<file path="src/rtl/adc_qconv_pkg.sv">
package adc_qconv_pkg;
  localparam int unsigned ADC_W_DEF    = 12;
  localparam int unsigned OUT_W_DEF    = 16;
  localparam int unsigned GAIN_W_DEF   = 16;
  localparam int unsigned CAL_LOG2_DEF = 12;

  typedef enum logic {
    CONV_MIDSCALE   = 1'b0,
    CONV_CALIBRATED = 1'b1
  } conv_mode_e;
endpackage

</file>
<file path="src/rtl/adc_offset_cal.sv">
module adc_offset_cal
  import adc_qconv_pkg::*;
#(
  parameter int unsigned ADC_W    = ADC_W_DEF,
  parameter int unsigned CAL_LOG2 = CAL_LOG2_DEF
) (
  input  logic             clk_i,
  input  logic             rst_ni,
  input  logic             cal_start_i,
  input  logic             sample_valid_i,
  input  logic [ADC_W-1:0] sample_i,
  output logic             busy_o,
  output logic [ADC_W-1:0] offset_o,
  output logic             cal_done_o
);
  localparam int unsigned ACC_W = ADC_W + CAL_LOG2;
  localparam logic [ADC_W-1:0] MID_CODE = ADC_W'(1) << (ADC_W - 1);

  logic [ACC_W-1:0]    acc_q;
  logic [ACC_W-1:0]    sum_next;
  logic [CAL_LOG2-1:0] cnt_q;
  logic                last_sample;

  assign sum_next    = acc_q + ACC_W'(sample_i);
  assign last_sample = busy_o && sample_valid_i && (cnt_q == '1);

  always_ff @(posedge clk_i or negedge rst_ni) begin
    if (!rst_ni) begin
      busy_o     <= 1'b0;
      acc_q      <= '0;
      cnt_q      <= '0;
      offset_o   <= MID_CODE;
      cal_done_o <= 1'b0;
    end else begin
      cal_done_o <= 1'b0;
      if (!busy_o) begin
        acc_q <= '0;
        cnt_q <= '0;
        if (cal_start_i) busy_o <= 1'b1;
      end else if (sample_valid_i) begin
        acc_q <= sum_next;
        cnt_q <= cnt_q + 1'b1;
        if (last_sample) begin
          offset_o   <= ADC_W'(sum_next >> CAL_LOG2);
          busy_o     <= 1'b0;
          cal_done_o <= 1'b1;
        end
      end
    end
  end

  p_done_pulse_r3: assert property (@(posedge clk_i) disable iff (!rst_ni)
    cal_done_o |=> !cal_done_o);
  p_done_ends_busy_r3: assert property (@(posedge clk_i) disable iff (!rst_ni)
    cal_done_o |-> (!busy_o && $past(busy_o)));
  p_restart_ignored_r4: assert property (@(posedge clk_i) disable iff (!rst_ni)
    (busy_o && !sample_valid_i) |=> busy_o);
endmodule

</file>
<file path="src/rtl/adc_q15_align.sv">
module adc_q15_align
  import adc_qconv_pkg::*;
#(
  parameter int unsigned ADC_W = ADC_W_DEF,
  parameter int unsigned OUT_W = OUT_W_DEF
) (
  input  logic             clk_i,
  input  logic             rst_ni,
  input  logic             accept_i,
  input  conv_mode_e       mode_i,
  input  logic [ADC_W-1:0] sample_i,
  input  logic [ADC_W-1:0] offset_i,
  output logic             valid_o,
  output logic [OUT_W-1:0] q_o
);
  localparam int unsigned SH     = OUT_W - ADC_W;
  localparam int unsigned DIFF_W = ADC_W + 1;
  localparam int unsigned WIDE_W = DIFF_W + SH;
  localparam int unsigned TOP_W  = WIDE_W - OUT_W + 1;
  localparam logic [OUT_W-1:0] POS_MAX = {1'b0, {(OUT_W-1){1'b1}}};
  localparam logic [OUT_W-1:0] NEG_MAX = {1'b1, {(OUT_W-1){1'b0}}};

  logic [OUT_W-1:0]  mid_word;
  logic [DIFF_W-1:0] diff;
  logic [WIDE_W-1:0] wide;
  logic [TOP_W-1:0]  top_bits;
  logic              in_range;
  logic [OUT_W-1:0]  cal_word;

  // flipping the MSB of an offset-binary code gives two's complement
  generate
    if (SH > 0) begin : g_pad
      assign mid_word = {~sample_i[ADC_W-1], sample_i[ADC_W-2:0], {SH{1'b0}}};
      assign wide     = {diff, {SH{1'b0}}};
    end else begin : g_nopad
      assign mid_word = {~sample_i[ADC_W-1], sample_i[ADC_W-2:0]};
      assign wide     = diff;
    end
  endgenerate

  assign diff     = {1'b0, sample_i} - {1'b0, offset_i};
  assign top_bits = wide[WIDE_W-1:OUT_W-1];
  assign in_range = (&top_bits) || (~|top_bits);
  assign cal_word = in_range ? wide[OUT_W-1:0]
                             : (wide[WIDE_W-1] ? NEG_MAX : POS_MAX);

  always_ff @(posedge clk_i or negedge rst_ni) begin
    if (!rst_ni) begin
      valid_o <= 1'b0;
      q_o     <= '0;
    end else begin
      valid_o <= accept_i;
      if (accept_i) q_o <= (mode_i == CONV_CALIBRATED) ? cal_word : mid_word;
    end
  end

  generate
    if (SH > 0) begin : g_chk_pad
      p_mid_low_zero_r2: assert property (@(posedge clk_i) disable iff (!rst_ni)
        (accept_i && mode_i == CONV_MIDSCALE) |=> (q_o[SH-1:0] == '0));
    end
  endgenerate
  p_neg_sign_r5: assert property (@(posedge clk_i) disable iff (!rst_ni)
    (accept_i && mode_i == CONV_CALIBRATED && sample_i < offset_i) |=> q_o[OUT_W-1]);
  p_pos_sign_r6: assert property (@(posedge clk_i) disable iff (!rst_ni)
    (accept_i && mode_i == CONV_CALIBRATED && sample_i > offset_i)
      |=> (!q_o[OUT_W-1] && q_o != '0));
endmodule

</file>
<file path="src/rtl/adc_gain_stage.sv">
module adc_gain_stage
  import adc_qconv_pkg::*;
#(
  parameter int unsigned OUT_W  = OUT_W_DEF,
  parameter int unsigned GAIN_W = GAIN_W_DEF
) (
  input  logic              clk_i,
  input  logic              rst_ni,
  input  logic              hold_i,
  input  logic              valid_i,
  input  logic [OUT_W-1:0]  q_i,
  input  logic [GAIN_W-1:0] gain_i,
  input  logic              bypass_i,
  output logic              valid_o,
  output logic [OUT_W-1:0]  y_o
);
  localparam int unsigned PROD_W = OUT_W + GAIN_W;

  logic [GAIN_W-1:0]        gain_q;
  logic                     bypass_q;
  logic signed [PROD_W-1:0] prod;
  logic [OUT_W-1:0]         scaled;

  assign prod   = $signed(q_i) * $signed(gain_q);
  assign scaled = OUT_W'(prod >>> GAIN_W);

  always_ff @(posedge clk_i or negedge rst_ni) begin
    if (!rst_ni) begin
      gain_q   <= '0;
      bypass_q <= 1'b1;
    end else if (!hold_i) begin
      gain_q   <= gain_i;
      bypass_q <= bypass_i;
    end
  end

  always_ff @(posedge clk_i or negedge rst_ni) begin
    if (!rst_ni) begin
      valid_o <= 1'b0;
      y_o     <= '0;
    end else begin
      valid_o <= valid_i;
      if (valid_i) y_o <= bypass_q ? q_i : scaled;
    end
  end

  p_cfg_hold_r10: assert property (@(posedge clk_i) disable iff (!rst_ni)
    hold_i |=> ($stable(gain_q) && $stable(bypass_q)));
  p_neg_product_r7: assert property (@(posedge clk_i) disable iff (!rst_ni)
    (valid_i && !bypass_q && q_i != '0 && gain_q != '0 &&
     (q_i[OUT_W-1] ^ gain_q[GAIN_W-1])) |=> y_o[OUT_W-1]);
  p_pos_product_r7: assert property (@(posedge clk_i) disable iff (!rst_ni)
    (valid_i && !bypass_q && !q_i[OUT_W-1] && !gain_q[GAIN_W-1]) |=> !y_o[OUT_W-1]);
endmodule

</file>
<file path="src/rtl/adc_qconv.sv">
module adc_qconv
  import adc_qconv_pkg::*;
#(
  parameter int unsigned ADC_W    = ADC_W_DEF,
  parameter int unsigned OUT_W    = OUT_W_DEF,
  parameter int unsigned GAIN_W   = GAIN_W_DEF,
  parameter int unsigned CAL_LOG2 = CAL_LOG2_DEF
) (
  input  logic              clk_i,
  input  logic              rst_ni,
  input  logic              sample_valid_i,
  input  logic [ADC_W-1:0]  sample_i,
  input  logic              cal_mode_i,
  input  logic              cal_start_i,
  input  logic              gain_bypass_i,
  input  logic [GAIN_W-1:0] gain_i,
  output logic              cal_done_o,
  output logic              result_valid_o,
  output logic [OUT_W-1:0]  result_o
);
  logic             cal_busy;
  logic [ADC_W-1:0] offset;
  logic             accept;
  logic             al_valid;
  logic [OUT_W-1:0] al_word;
  conv_mode_e       mode;

  assign mode   = conv_mode_e'(cal_mode_i);
  assign accept = sample_valid_i && !cal_busy;

  adc_offset_cal #(.ADC_W(ADC_W), .CAL_LOG2(CAL_LOG2)) u_cal (
    .clk_i         (clk_i),
    .rst_ni        (rst_ni),
    .cal_start_i   (cal_start_i),
    .sample_valid_i(sample_valid_i),
    .sample_i      (sample_i),
    .busy_o        (cal_busy),
    .offset_o      (offset),
    .cal_done_o    (cal_done_o)
  );

  adc_q15_align #(.ADC_W(ADC_W), .OUT_W(OUT_W)) u_align (
    .clk_i   (clk_i),
    .rst_ni  (rst_ni),
    .accept_i(accept),
    .mode_i  (mode),
    .sample_i(sample_i),
    .offset_i(offset),
    .valid_o (al_valid),
    .q_o     (al_word)
  );

  adc_gain_stage #(.OUT_W(OUT_W), .GAIN_W(GAIN_W)) u_gain (
    .clk_i   (clk_i),
    .rst_ni  (rst_ni),
    .hold_i  (sample_valid_i || al_valid),
    .valid_i (al_valid),
    .q_i     (al_word),
    .gain_i  (gain_i),
    .bypass_i(gain_bypass_i),
    .valid_o (result_valid_o),
    .y_o     (result_o)
  );

  p_latency_r9: assert property (@(posedge clk_i) disable iff (!rst_ni)
    result_valid_o == $past(accept, 2));
  p_quiet_cal_r4: assert property (@(posedge clk_i) disable iff (!rst_ni)
    (cal_busy && $past(cal_busy)) |=> !result_valid_o);
  p_reset_idle_r1: assert property (@(posedge clk_i) disable iff (!rst_ni)
    $rose(cal_busy) |-> !cal_done_o);
endmodule

</file>
<file path="config.mk">
export PLATFORM = sky130hd
export DESIGN_NAME = adc_qconv
export DESIGN_NICKNAME = d
export VERILOG_FILES = /design/src/rtl/adc_qconv_pkg.sv /design/src/rtl/adc_offset_cal.sv /design/src/rtl/adc_q15_align.sv /design/src/rtl/adc_gain_stage.sv /design/src/rtl/adc_qconv.sv
export SDC_FILE = /design/constraint.sdc
export NUM_CORES = 1
export LEC_CHECK = 0
export BUFFER_PORTS_ARGS = -buffer_cell sky130_fd_sc_hd__buf_2
export CELL_PAD_IN_SITES_DETAIL_PLACEMENT = 0
export CELL_PAD_IN_SITES_GLOBAL_PLACEMENT = 1
export CORE_MARGIN = 2
export CORE_UTILIZATION = 46
export CTS_CLUSTER_DIAMETER = 40
export DETAILED_ROUTE_END_ITERATION = 12
export PLACE_DENSITY = 0.84
export SLEW_MARGIN = 20
export SYNTH_ARGS = -nofsm -noshare
export SYNTH_HDL_FRONTEND = slang
export SYNTH_SLANG_ARGS = --single-unit
</file>
<file path="constraint.sdc">
create_clock -name clk_i -period 6.5 [get_ports clk_i]
set_clock_uncertainty 0.2 [all_clocks]
set_input_delay 0.975 -clock clk_i [delete_from_list [all_inputs] [get_ports clk_i]]
set_output_delay 0.975 -clock clk_i [all_outputs]
set_load 0.03 [all_outputs]
</file>
==> summary.txt, run 1 <==
outcome - complete, but fails checks
failing checks - setup timing
Slew Viols, Final - 0
Ys Warns - 0
Seq/Total Area, Yosys - 0.171
largest net degree at the start of global routing - 79
vias post-DR - 10000
fill count - 2839
CP endpoint kind - flop
WS Path Type - flop to flop
total CTS buffers - 9
vias in the first global route - 11100
# port buffers - 51
proportion of netlist area held by the largest area contributor - 0.354
mean post-synth cell area - 9.51 um^2
routing usage on met1 - 0.261
multi-input logic area - 10600 um^2
CTS max path bufs - 2
detailed-route wire length - 31500 um
GR Layer Usage met2 - 0.376
initial antenna violation count - 2
die height - 181 um
DRT iter0 DRCs - 408
Tot GR Track Use - 0.206
Layout Cells excl Fill - 1991
final-report setup violation count - 2
Placed Instances - 1962
Top FF cell, synth - dfrtp_1
share of layout cells above drive strength 1 - 0.131
busiest grt layer - met2
DP HPWL - 25900 um
met3 Use GR - 0.0200
Post-synth EDFFs - 0
synth unique cells - 57
Place WS - -221 ps
CTS H-tree depth - 3
crit path max fanout - 6
IO Pins - 52
Final period util - 1.01
Skew-Pair Late Insertion Delay - 370 ps
Seq. cell area - 2460 um^2
number of vias per cell - 5.04
MaxCap Viol Count - 0
Peak Freq - 153 MHz
Cell Area, Synth - 14300 um^2
worst endpoint required time - 6530 ps
Cell Rows - 64
Hold Fails Final Rpt - 0
final antenna-violating net count - 0
syn_nets - 1905
area of the core - 30700 um^2
clock sink count - 98
die span in x - 181 um
Worst Slack Setup Final - -45.6 ps
relative slew slack - 0.429
CTS tree - done
DRC viols - 0
First-pass DRT Iterations - 5
Hold Crit Class - flop to flop
global-route wire length before repair - 54000 um
GPL Wtd Cong - 0.887
CP arrival - 6570 ps
WL/cell - 15.8 um
clk root buf - clkbuf_16
Syn-to-layout area delta - 11.2%
Nets - 1985
Die ar. - 32600 um^2
final worst path period need - 6550 ps
asr flop ratio synth - 1.00
hold_buf cts - 0
CTS clk-pin slew, worst paths - 70 ps
Synth Register Bits - 98
global route total overflow - 0
crit path launch type - flop
Synth Instances - 1508
Worst Tran Pin Value - 857 ps
RSZ-0062 raised after global routing - true
Synth area leaders - fa_1 (35%), dfrtp_1 (17%), ha_1 (9.5%), inv_1 (8.3%), and2_1 (4.7%)
post-synth top area cell - fa_1
initial core utilization - 0.468
-- metal layers --
metal	part of all wire	up-vias
met1	0.44	5090
met5	0	-
met4	0.020	0
li1	-	4750
met3	0.028	45
met2	0.52	145
-- metrics by stage --
step | utilization | cell area [um^2] | hold slack (ps) | TNS [ps]
after floorplan | - | 14300 | 237 | 0
after global placement | 0.502 | 15400 | 264 | -29.8
after detailed placement | 0.502 | 15400 | 266 | -1020
after CTS | 0.513 | 15700 | 282 | -20.0
after global routing | 0.520 | 15900 | 303 | -1590
final | 0.520 | 15900 | 277 | -77.4
-- final timing paths --
path                                               from                             end  slack, ps  cells after the start
max in group asynchronous                        rst_ni  u_cal.offset_o[11]$_DFFE_PN1P_       4790                      3
hold reg to reg               u_gain.y_o[0]$_DFFE_PN0P_       u_gain.y_o[0]$_DFFE_PN0P_        280                      1
setup / recovery           u_gain.gain_q[6]$_DFFE_PN0N_      u_gain.y_o[12]$_DFFE_PN0P_        -50                     25
min in group asynchronous                        rst_ni       u_gain.y_o[4]$_DFFE_PN0P_        290                      1
setup reg to reg           u_gain.gain_q[6]$_DFFE_PN0N_      u_gain.y_o[12]$_DFFE_PN0P_        -50                     25
hold / removal                u_gain.y_o[0]$_DFFE_PN0P_       u_gain.y_o[0]$_DFFE_PN0P_        280                      1
-- worst max-delay path, stage by stage, from the launching register on --
cell and delay, ps:
dfrtp_2 450, buf_6 140, buf_12 120, and2_1 160
fa_1 490, inv_1 50, fa_1 460, fa_1 520
inv_1 60, fa_1 490, fa_1 500, inv_1 60
fa_1 470, inv_1 40, ha_1 280, a211o_1 270
a21oi_2 120, a31oi_2 110, buf_6 150, o41ai_4 300
o21ai_4 120, buf_4 150, a211o_1 300, xor2_1 170
mux2i_1 140, a21oi_1 80
-- state kept, by name, indices dropped and copies added, names as in the netlist, 12 cells and up --
name,flops
u_gain.gain_q,16
u_align.q_o,13
u_cal.acc_q,24
u_cal.cnt_q,12
u_cal.offset_o,12
u_gain.y_o,16
-- kinds of logic (layout without fill, tap and decap cells) --
| kind of cell | Yosys count | in the layout | synth area share |
|---|---|---|---|
| AO/OA/AOI/OAI | 158 | 158 | 0.0739 |
| XOR/XNOR | 77 | 77 | 0.0470 |
| adder cells (fa/ha/maj) | 363 | 363 | 0.450 |
| buffers and inverters | 377 | 462 | 0.0992 |
| flip-flops | 98 | 98 | 0.171 |
| multiplexers | 28 | 28 | 0.0210 |
| other | 0 | 2 | 0 |
| AND/OR/NAND/NOR | 407 | 407 | 0.138 |
-- what timing repair did --
action	CTS	global route
pin swaps	0	14
resized for setup	10	30
endpoints found under the setup margin	8	12
buffers inserted	3	7
-- final cells by class --
cell class,count,area share
inverters,318,0.0749
diodes,2,0.000314
flip-flops and latches,98,0.154
clock buffers,9,0.0141
repair buffers,128,0.0577
well taps,396,0.0311
clock inverters,7,0.00369
multi-input cells,1033,0.664
-- layout by cell type (no fill, tap or decap), types with 9 or more instances in the layout --
cell type / n
a21o_1: 15
a21oi_1: 41
and2_1: 103
buf_2: 50
buf_4: 67
clkbuf_16: 9
dfrtp_1: 93
fa_1: 247
ha_1: 107
inv_1: 314
mux2_2: 17
mux2i_1: 11
nand2_1: 165
nand3_1: 12
nor2_1: 55
nor2b_1: 21
o21ai_0: 37
o31ai_1: 9
xnor2_1: 55
xor2_1: 22
-- synthesized netlist by cell type, types with 5 or more instances --
cell,instances
fa_1,254
o21bai_1,5
mux2i_1,11
or3_1,7
nand4_1,7
a211o_1,5
a21o_1,15
dfrtp_1,96
inv_1,316
and3_1,5
a21boi_0,6
nand2b_1,7
nor2_1,56
xnor2_1,55
o21ai_0,39
xor2_1,22
a21oi_1,45
clkbuf_1,54
and2_1,107
nand3_1,13
nor2b_1,21
nor3_1,9
mux2_2,17
nand2_1,166
ha_1,109
o31ai_1,10
Power of run 1 is not shown: default switching activity piles up to over one toggle a cycle in this logic, so the estimate is an artifact.
==> inputs of run 2 (changes only) <==
SKIP_CTS_REPAIR_TIMING = 1   (was default)
==> run 2 against run 1 <==
Compared with the run above:
- the run still ends with setup timing left
- worst setup slack improved by 11 ps
- final area decreased by 0.33%
- sequential cell count did not move
- first-iteration DRC count increased by 8.6%
- die area is the same
- maximum frequency rose by 0.18%
- global-route usage is 0.075 points lower
- sequential share of layout area increased by 0.059 points
- critical path depth stayed put
==> summary.txt, run 2 (synthesis results as in run 1) <==
outcome - complete, but fails checks
failing checks - setup timing
clk root buf - clkbuf_16
First-pass DRT Iterations - 5
global route total overflow - 0
CTS clk-pin slew, worst paths - 70 ps
Seq. cell area - 2460 um^2
Cell Rows - 64
Worst Slack Setup Final - -34.1 ps
MaxCap Viol Count - 0
Peak Freq - 153 MHz
leading cell type in the layout, fill and taps excluded - inv_1
Placed Instances - 1962
RSZ-0062 raised after global routing - true
CTS max path bufs - 2
DRC viols - 0
Layout Cells excl Fill - 1987
relative slew slack - 0.437
Critical Path Most Common Cell - fa_1
Tot GR Track Use - 0.205
Hold Fails Final Rpt - 0
Hold Crit Class - input pin to asynchronous set/reset pin
Skew-Pair Late Insertion Delay - 370 ps
IO Pins - 52
crit path max fanout - 6
CP top delay family - adder cells
fill count - 2843
worst path buffer plus inverter count - 8
Slew Viols, Final - 0
CP endpoint kind - flop
final antenna-violating net count - 0
DRT iter0 DRCs - 443
Worst Tran Pin Value - 844 ps
vias post-DR - 10000
max incr delay on CP - 520 ps
DP HPWL - 25900 um
initial core utilization - 0.468
number of vias per cell - 5.04
max reg flops - 24
share of layout cells above drive strength 1 - 0.127
total CTS buffers - 9
initial antenna violation count - 2
worst endpoint required time - 6530 ps
WL/cell - 15.8 um
Syn-to-layout area delta - 10.8%
Biggest register - u_cal.acc_q
largest net degree at the start of global routing - 79
multi-input logic area - 10600 um^2
dpl cell area - 15400 um^2
clock sink count - 98
final-report setup violation count - 3
Design Area, Final - 15900 um^2
area of the core - 30700 um^2
GPL Wtd Cong - 0.887
WS Path Type - flop to flop
CP arrival - 6570 ps
crit path launch type - flop
CTS H-tree depth - 3
global-route wire length before repair - 53800 um
final worst path period need - 6530 ps
Die ar. - 32600 um^2
vias in the first global route - 11100
Nets - 1981
largest registers - u_cal.acc_q: 24 flops, u_gain.gain_q: 16 flops, u_gain.y_o: 16 flops
# port buffers - 51
detailed-route wire length - 31300 um
Final period util - 1.01
Crit-path slowest cell - fa_1
die height - 181 um
CTS tree - done
die span in x - 181 um
most frequent cells in the layout - inv_1 (315), fa_1 (249), nand2_1 (165)
run 2: layout make-up:
type,instances,area share
antenna,2,0.000315
clock buffer,9,0.0142
clock inverter,7,0.00370
inverter,318,0.0751
sequential,98,0.155
tap,396,0.0312
timing repair buffer,124,0.0550
multi-input combinational,1033,0.666
run 2: per-stage QoR:
step                      hold slack [ps]  utilization  TNS, ps  setup WS (ps)
final                                 278        0.518    -60.6          -34.1
after global routing                  303        0.518    -1620           -283
after CTS                             282        0.511    -1060           -232
after detailed placement              266        0.502    -1020           -221
after global placement                264        0.502    -29.8          -29.8
after floorplan                       237            -        0            109
run 2: final timing paths:
check	endpoint	from	cells past startpoint	slack, ps
worst max-delay path	u_gain.y_o[12]$_DFFE_PN0P_	u_gain.gain_q[6]$_DFFE_PN0N_	25	-30
worst min-delay path	u_gain.y_o[4]$_DFFE_PN0P_	rst_ni	1	280
worst max register to register	u_gain.y_o[12]$_DFFE_PN0P_	u_gain.gain_q[6]$_DFFE_PN0N_	25	-30
worst min register to register	u_gain.y_o[0]$_DFFE_PN0P_	u_gain.y_o[0]$_DFFE_PN0P_	1	280
max in group asynchronous	u_cal.offset_o[11]$_DFFE_PN1P_	rst_ni	3	4790
min in group clk_i	u_gain.y_o[0]$_DFFE_PN0P_	u_gain.y_o[0]$_DFFE_PN0P_	1	280
run 2: routing by layer:
metal	up-vias	GRT usage	wire, um
met5	-	0	0
met4	0	0.0577	657
met3	46	0.0202	870
met2	144	0.374	16100
met1	5091	0.260	13600
li1	4741	-	-
Power of run 2 is left out for the same reason.
